### src/rtl/pgrd_pkg.sv
package pgrd_pkg;
    typedef enum logic [1:0] {
        ST_IDLE  = 2'd0,
        ST_PULSE = 2'd1,
        ST_GAP   = 2'd2
    } pgrd_state_e;
endpackage

### src/rtl/pgrd_page_match.sv
module pgrd_page_match #(
    parameter int ADDR_W       = 24,
    parameter int SEL_W        = 2,
    parameter int MIN_PAGE_LOG = 2
) (
    input  logic              clk,
    input  logic              rst_n,
    input  logic              page_en,
    input  logic              burst_open,
    input  logic [SEL_W-1:0]  page_sel,
    input  logic [ADDR_W-1:0] req_addr,
    input  logic              store,
    output logic              hit
);
    logic [ADDR_W-1:0] open_page;
    logic [ADDR_W-1:0] tag_mask;
    logic [5:0]        low_bits;

    assign low_bits = 6'(MIN_PAGE_LOG) + 6'(page_sel);

    // keep only the bits above the in-page offset
    for (genvar i = 0; i < ADDR_W; i++) begin : g_mask
        assign tag_mask[i] = (6'(i) >= low_bits);
    end

    always_ff @(posedge clk or negedge rst_n) begin
        if (!rst_n)
            open_page <= '0;
        else if (store)
            open_page <= req_addr;
    end

    assign hit = page_en && burst_open &&
                 (((req_addr ^ open_page) & tag_mask) == '0);


    top_bits_match_chk: assert property (@(posedge clk) disable iff (!rst_n)
        hit |-> (req_addr[ADDR_W-1:MIN_PAGE_LOG+(1<<SEL_W)-1]
                 == open_page[ADDR_W-1:MIN_PAGE_LOG+(1<<SEL_W)-1]));
endmodule

### src/rtl/pgrd_pulse_timer.sv
module pgrd_pulse_timer #(
    parameter int LEN_W = 6
) (
    input  logic             clk,
    input  logic             rst_n,
    input  logic             load,
    input  logic [LEN_W-1:0] len,
    output logic             last
);
    logic [LEN_W-1:0] remain;

    always_ff @(posedge clk or negedge rst_n) begin
        if (!rst_n)
            remain <= '0;
        else if (load)
            remain <= (len == '0) ? '0 : len - 1'b1;
        else if (remain != '0)
            remain <= remain - 1'b1;
    end

    assign last = (remain == '0);


    count_down_chk: assert property (@(posedge clk) disable iff (!rst_n)
        (!load && remain != '0) |=> (remain == $past(remain) - 1'b1));
endmodule

### src/rtl/pgrd_seq.sv
module pgrd_seq
    import pgrd_pkg::*;
#(
    parameter int ADDR_W = 24,
    parameter int DATA_W = 8,
    parameter int LEN_W  = 6,
    parameter int SEL_W  = 2
) (
    input  logic              clk,
    input  logic              rst_n,
    input  logic              cfg_page_en,
    input  logic [SEL_W-1:0]  cfg_page_sel,
    input  logic [LEN_W-1:0]  cfg_first_len,
    input  logic [LEN_W-1:0]  cfg_hit_len,
    input  logic              req_valid,
    output logic              req_ready,
    input  logic [ADDR_W-1:0] req_addr,
    output logic [ADDR_W-1:0] mem_addr,
    output logic              mem_rd_n,
    output logic              mem_cs_n,
    input  logic [DATA_W-1:0] mem_data,
    output logic              rsp_valid,
    output logic [DATA_W-1:0] rsp_data
);
    pgrd_state_e state_q, state_d;
    logic        accept;
    logic        hit;
    logic        last;
    logic        tmr_load;
    logic        use_hit_len;
    logic [LEN_W-1:0] load_len;
    logic        burst_open;

    assign burst_open = (state_q == ST_PULSE);

    pgrd_page_match #(
        .ADDR_W(ADDR_W), .SEL_W(SEL_W), .MIN_PAGE_LOG(2)
    ) u_match (
        .clk(clk), .rst_n(rst_n),
        .page_en(cfg_page_en), .burst_open(burst_open),
        .page_sel(cfg_page_sel), .req_addr(req_addr),
        .store(accept), .hit(hit)
    );

    assign load_len = use_hit_len ? cfg_hit_len : cfg_first_len;

    pgrd_pulse_timer #(.LEN_W(LEN_W)) u_timer (
        .clk(clk), .rst_n(rst_n),
        .load(tmr_load), .len(load_len), .last(last)
    );

    // next-state and control decode
    always_comb begin
        state_d     = state_q;
        req_ready   = 1'b0;
        accept      = 1'b0;
        tmr_load    = 1'b0;
        use_hit_len = 1'b0;
        unique case (state_q)
            ST_IDLE: begin
                req_ready = 1'b1;
                if (req_valid) begin
                    accept   = 1'b1;
                    tmr_load = 1'b1;
                    state_d  = ST_PULSE;
                end
            end
            ST_PULSE: begin
                if (last) begin
                    req_ready = 1'b1;
                    if (req_valid && hit) begin
                        accept      = 1'b1;
                        tmr_load    = 1'b1;
                        use_hit_len = 1'b1;
                    end else if (req_valid) begin
                        accept  = 1'b1;
                        state_d = ST_GAP;
                    end else begin
                        state_d = ST_IDLE;
                    end
                end
            end
            ST_GAP: begin
                tmr_load = 1'b1;
                state_d  = ST_PULSE;
            end
            default: state_d = ST_IDLE;
        endcase
    end

    // state, address and response registers
    always_ff @(posedge clk or negedge rst_n) begin
        if (!rst_n) begin
            state_q   <= ST_IDLE;
            mem_addr  <= '0;
            rsp_valid <= 1'b0;
            rsp_data  <= '0;
        end else begin
            state_q   <= state_d;
            rsp_valid <= (state_q == ST_PULSE) && last;
            if (accept)
                mem_addr <= req_addr;
            if ((state_q == ST_PULSE) && last)
                rsp_data <= mem_data;
        end
    end

    // strobe outputs
    always_comb begin
        mem_rd_n = (state_q != ST_PULSE);
        mem_cs_n = (state_q != ST_PULSE);
    end


    miss_gap_chk: assert property (@(posedge clk) disable iff (!rst_n)
        (cfg_page_en && req_ready && req_valid && !mem_rd_n && !hit) |=> mem_rd_n);


    hit_stays_low_chk: assert property (@(posedge clk) disable iff (!rst_n)
        (req_ready && req_valid && !mem_rd_n && hit) |=> !mem_rd_n);


    nopage_gap_chk: assert property (@(posedge clk) disable iff (!rst_n)
        (!cfg_page_en && req_ready && req_valid && !mem_rd_n) |=> mem_rd_n);


    drain_high_chk: assert property (@(posedge clk) disable iff (!rst_n)
        (!mem_rd_n && req_ready && !req_valid) |=> mem_rd_n);


    addr_hold_chk: assert property (@(posedge clk) disable iff (!rst_n)
        (!mem_rd_n && !req_ready) |=> $stable(mem_addr));


    rsp_after_pulse_chk: assert property (@(posedge clk) disable iff (!rst_n)
        $rose(rsp_valid) |-> $past(!mem_rd_n));
endmodule

### config.mk
export PLATFORM = sky130hd
export DESIGN_NAME = pgrd_seq
export DESIGN_NICKNAME = d
export VERILOG_FILES = /design/src/rtl/pgrd_pkg.sv /design/src/rtl/pgrd_page_match.sv /design/src/rtl/pgrd_pulse_timer.sv /design/src/rtl/pgrd_seq.sv
export SDC_FILE = /design/constraint.sdc
export NUM_CORES = 1
export LEC_CHECK = 0
export BUFFER_PORTS_ARGS = -buffer_cell sky130_fd_sc_hd__buf_2
export CAP_MARGIN = 25
export CORE_MARGIN = 2
export CORE_UTILIZATION = 44
export CTS_CLUSTER_DIAMETER = 30
export DETAILED_ROUTE_END_ITERATION = 16
export MAX_ROUTING_LAYER = met4
export PLACE_DENSITY = 0.76
export SLEW_MARGIN = 20
export SYNTH_ARGS = -nofsm -noshare
export SYNTH_HDL_FRONTEND = slang
export SYNTH_SLANG_ARGS = --single-unit
### constraint.sdc
create_clock -name clk -period 2.8 [get_ports clk]
set_input_delay 0 -clock clk [delete_from_list [all_inputs] [get_ports clk]]
set_output_delay 0 -clock clk [all_outputs]
set_load 0.01 [all_outputs]
# Yosys cells after proc, flatten, opt, wreduce, memory -nomap -nowiden
# Cells that the tools add are included.
# word_totals
output_inout_bits,36
in_bits,50
wordCells,70
mem_bits_rw,0
register_bits,41
latchBits,0
mem_bits_ro,0
n_memories,0
# op_classes
div,0
eq_ne,6
mul,0
add_sub_neg,3
n_bitwise,2
reduce_logical,11
order_cmp,24
shift,0
n_mux,19
# op_table
op,n
4-bit by 6-bit >= comparator with 1-bit output (first input constant),8
5-bit by 6-bit >= comparator with 1-bit output (first input constant),8
24-bit bitwise AND,1
3-bit by 6-bit >= comparator with 1-bit output (first input constant),4
24-bit logical NOT,1
6-bit two-way mux,4
24-bit XOR,1
1-bit by 6-bit >= comparator with 1-bit output (first input constant),2
2-bit by 6-bit >= comparator with 1-bit output (first input constant),2
6-bit logical NOT,2
6-bit by 1-bit subtractor with 6-bit output (second input constant),2
2-bit two-way mux,4
1-bit two-way mux,7
2-bit inequality test (second input constant),3
2-bit case mux with 3 select lines,1
6-bit nonzero test,1
1-bit logical AND,4
1-bit case mux with 2 select lines,2
2-bit by 2-bit adder with 3-bit output (first input constant),1
1-bit case mux with 3 select lines,1
3-bit AND reduction,1
2-bit by 1-bit equality test with 1-bit output (second input constant),1
2-bit equality test (second input constant),1
2-bit logical NOT,1
2 further kinds,2

# Longest topological paths before layout
# logic_depth
depth_word,13
depth_mapped,11
mapped_depth_nobuf,11

# Modules after synthesis
# From an unflattened synthesis, not the netlist that was laid out.
# unflattened
cells_unflattened,220
hier_area_um2,2957.8
# modules_own_cells
module,instances,cells_each,area_each_um2,seq_area_each_um2
pgrd_seq,1,91,1436.4,875.8
pgrd_page_match,1,79,1071.0,550.5
pgrd_pulse_timer,1,50,450.4,150.1

# Worst setup path before layout
# OpenSTA, ideal clock, no wires.
# synth_path
kind,flip-flop to flip-flop
from,register u_timer.remain[0]
to,register u_timer.remain[5]
n_path_buf,0
setup_ns,0.147
t_arrival_ns,2.462
slack_ns,0.191
synth_period_minus_slack_ns,2.609
required_time_ns,2.653
stages_incl_launch_ff,11
cell_sequence,dfrtp_1 -> inv_1 -> ha_1 -> nand3b_4 -> or2_4 -> nor3_4 -> mux2i_1 -> ha_1 -> nand3b_1 -> mux2i_1 -> o22ai_1
# synth_between
elab_chain_cells,7
word_cells_on_any_way,13
classes_between,add/sub (2); mux (7); reduce/logical (4)
# synth_lines
element,line_no,rtl
"start, declared",pgrd_pulse_timer.sv:10,logic [LEN_W-1:0] remain;
"start signal, assigned",pgrd_pulse_timer.sv:16,remain <= (len == '0) ? '0 : len - 1'b1;
"start signal, assigned",pgrd_pulse_timer.sv:18,remain <= remain - 1'b1;
6-bit logical NOT,pgrd_pulse_timer.sv:21,assign last = (remain == '0);
1-bit two-way mux,pgrd_seq.sv:69,if (last) begin
1-bit two-way mux,pgrd_seq.sv:59,unique case (state_q)
6-bit two-way mux,pgrd_seq.sv:45,assign load_len = use_hit_len ? cfg_hit_len : cfg_first_len;
6-bit by 1-bit subtractor with 6-bit output / 6-bit logical NOT (equally long branches),pgrd_pulse_timer.sv:16,
6-bit two-way mux,pgrd_pulse_timer.sv:16,
6-bit two-way mux,pgrd_pulse_timer.sv:15,else if (load)
# Several ways; a longest one is shown, not always the timed one. The select of a mux whose other input is x is not followed.
# A chain may end at the register's enable or synchronous reset.

# Worst setup path after layout
# layout_path
from,register u_match.open_page[21]
to,register u_timer.remain[2]
# layout_between
elab_chain_cells,12
word_cells_on_any_way,15
classes_between,add/sub (1); mux (7); bitwise (2); reduce/logical (5)
# layout_lines
element,line_no,rtl
"start, declared",pgrd_page_match.sv:15,logic [ADDR_W-1:0] open_page;
"start signal, assigned",pgrd_page_match.sv:30,open_page <= req_addr;
24-bit XOR (*),pgrd_page_match.sv:34,(((req_addr ^ open_page) & tag_mask) == '0);
24-bit bitwise AND (*),pgrd_page_match.sv:34,
24-bit logical NOT (*),pgrd_page_match.sv:34,
1-bit logical AND (*),pgrd_page_match.sv:33,assign hit = page_en && burst_open &&
1-bit logical AND (*),pgrd_seq.sv:71,if (req_valid && hit) begin
1-bit two-way mux (*),pgrd_seq.sv:71,
1-bit two-way mux (*),pgrd_seq.sv:69,
1-bit two-way mux,pgrd_seq.sv:59,
6-bit two-way mux,pgrd_seq.sv:45,
6-bit by 1-bit subtractor with 6-bit output / 6-bit logical NOT (equally long branches),pgrd_pulse_timer.sv:16,
6-bit two-way mux,pgrd_pulse_timer.sv:16,
6-bit two-way mux,pgrd_pulse_timer.sv:15,
# Mark *: on every way between the ends. The rest lies on a longest branch, timed or not.

==> results_dict.tcl <==
set metrics [dict create \
    grtUsageTotal 0.214 \
    via_count 1951 \
    htree_num_levels 2 \
    critPathBufInv 1 \
    hold_class "input pin to flip-flop" \
    setup.worst_path.start_class "flip-flop" \
    fin_util 0.665 \
    syn_inst 204 \
    syn_area_per_cell_um2 10.7 \
    fin_crit_sh 0.950 \
    postCtsResizedCells 0 \
    drv_slew 0 \
    met1_length_um 2180 \
    ant_nets 0 \
    fp.coreArea_um2 4750 \
    drt_pre_antenna_iters 4 \
    critPathRequiredTime_ns 2.97 \
    worst-r2r-setup-slack_ns 0.14 \
    yosysUniqueCellTypes 35 \
    worst-setup-path-type "flip-flop to flip-flop" \
    worstHoldStart "req_valid" \
    slowest_stage "dfrtp_1" \
    cpMostUsedCell "mux2i_1" \
    synth.yosys.seq_area_share 0.469 \
    fp.dieW_um 74.5 \
    wl_met3_um 175 \
    power.total_mw 2.92 \
    dpl_cell_area_um2 2710 \
    hpwl_um 3660 \
    finalInstanceArea_um2 3160 \
    power_leakage_nw 1.54 \
    cpPeakStageDelay_ns 0.40 \
    rows 25 \
    die_height_um 74.5 \
    wl_met2_um 2970 \
    peakVddDrop_mv 0.548 \
    clk_latency_ns 0.29 \
    portBuffers 85 \
    synth_area_um2 2190 \
    dieArea_um2 5550 \
    nets 383 \
    synth_warnings 0 \
    hold_slack_ns 0.0438 \
    synth-seq-cells 41 \
    reg2reg_to "u_timer.remain[2]" \
    relSlewSlack 0.402 \
    wire_per_inst_um 13.8 \
    whs_endpoint "state_q[1]" \
    area_delta_synth_final_pct 44.5 \
    viasPerCell 4.90 \
    worstRegToRegCells 10 \
    grt_pass1_vias 1995 \
    io_pins 86 \
    wl_um 5480 \
    hold_depth 3 \
    clk_pin_slew_ns 0.08 \
    fmax_mhz 376 \
    p_per_area_nw_per_um2 924 \
    fin_worst_skew_ns 0.00546 \
    gp_routability_congestion 0.815 \
    tightest_slew_ns 0.897 \
    cts_tree "built" \
    period_minus_slack_ns 2.66 \
    finalSetupViolations 0 \
    critPathMaxFanout 6 \
    cts_buffer_depth 2 \
    crit_arrival_ns 2.83 \
    grt_pass1_wl_um 8710 \
    drive_above_1_share 0.384 \
    num_antenna_cells 0 \
    drc 0 \
    path_cells "xor2_1 -> nor4_1 -> nand4_1 -> nor3_4 -> mux2i_1 -> ha_1 -> nand3b_1 -> mux2i_1 -> buf_4 -> o41ai_2" \
    synth_top_cell_by_area "dfrtp_1" \
    synth_top_area_frac 0.469 \
    fillCellCount 393 \
    synth.area.top_cells "dfrtp_1 47%, mux2_2 12%, xor2_1 6.8%, xnor2_1 6.0%, nand2_1 5.7%" \
    overflow 0 \
    crit_family "simple AND/OR/NAND/NOR gates" \
    drt_iter0_drc 73 \
    syn-num-nets 257 \
    initial_core_util 0.460 \
    max_cap_viol_count 0 \
    numCtsBuffers 5 \
    cp-end-kind "flip-flop" \
    cts_sinks 41 \
    finalHoldViolations 0 \
    clock-root-buffer "clkbuf_8" \
    r2r-start "u_match.open_page[21]" \
    antenna_found_initial 0 \
    highest_layer "met4" \
    grt_max_degree 42 \
    status "finished, final reports clean" \
]
-- layer usage --
metal	vias to the layer above	track usage
met3	14	0.0434
met5	-	-
met4	0	0.0873
li1	955	-
met1	927	0.227
met2	55	0.385
-- layout make-up --
type                       count  area (um2)  share of cell area
clock buffer                   7        86.3              0.0273
clock inverter                 1        30.0             0.00949
inverter                       8        30.0             0.00949
multi-input combinational    151        1110               0.352
sequential                    41        1030               0.324
tap                           67        83.8              0.0265
timing repair buffer         123         793               0.251
-- state kept, by name, summed over array words and instances, names as in the netlist --
name,flops
rsp_data,8
rsp_valid,1
state_q,2
u_match.open_page,24
u_timer.remain,6
-- worst max path at each step --
stage                                     start                end  cells after the start
after CTS                 u_match.open_page[21]  u_timer.remain[2]                     10
after global placement     u_match.open_page[5]  u_timer.remain[4]                     10
final                     u_match.open_page[21]  u_timer.remain[2]                     10
after global routing      u_match.open_page[21]  u_timer.remain[2]                     10
after detailed placement  u_match.open_page[21]  u_timer.remain[4]                     10
after floorplan               u_timer.remain[0]  u_timer.remain[5]                     10
-- timing repair --
item,CTS,global route
hold buffers,33,0
endpoints found under the hold margin,73,0
endpoints found under the setup margin,0,2
setup buffers,0,1
-- cell usage after synthesis (all sizes together) --
cell	number
ha	3
nor4	4
o21a	1
nand2	33
xor2	17
nand4	2
dfrtp	41
or2	2
mux2	24
mux2i	4
nand3	3
o31a	1
a311o	1
nor2	12
o21bai	1
o41ai	1
a211oi	1
inv	7
a21oi	3
a22oi	3
buf	2
o2bb2ai	2
clkinv	1
o21ai	1
nor3	9
a211o	1
o22ai	3
nand3b	4
xnor2	15
clkbuf	2
-- power breakdown --
group          total, mW  switching (mW)  internal (mW)
registers           1.12           0.228          0.889
clock network      0.487           0.196          0.291
logic               1.32           0.639          0.681
total               2.92            1.06           1.86
-- per-stage QoR --
step                      std cells  worst slack [ns]  setup TNS [ns]
after floorplan                 204             0.191               0
after global placement          356             0.301               0
after detailed placement        356             0.206               0
after CTS                       397             0.118               0
after global routing            398          -0.00150        -0.00150
final                           398             0.139               0
-- cells in the final DEF (no fill, tap or decap), drive strengths merged, types with 4 or more instances in the layout --
master	synthesis	routed
buf	2	90
dfrtp	41	41
nand2	33	33
dlygate4sd3	0	33
mux2	24	24
xor2	17	17
xnor2	15	15
nor2	12	12
nor3	9	9
inv	7	7
clkbuf	2	7
nor4	4	4
mux2i	4	4
nand3b	4	4
-- cell families after synthesis --
logic type,count (synthesis),share of synthesized area
AOI/OAI and AO/OA,19,0.0663
xor gates and xnor gates,32,0.128
adders and majority gates,3,0.0172
buffers and inverters,12,0.0223
DFF,41,0.469
muxes,28,0.142
and+or+nand+nor,69,0.156
-- worst reg2reg max path, cell delays in order (launching register included) --
cell and delay (ns):
dfrtp_1 0.40, xor2_1 0.17, nor4_1 0.40, nand4_1 0.28
nor3_4 0.25, mux2i_1 0.13, ha_1 0.23, nand3b_1 0.08
mux2i_1 0.07, buf_4 0.16, o41ai_2 0.37
Power figures use the tool's default switching activity.
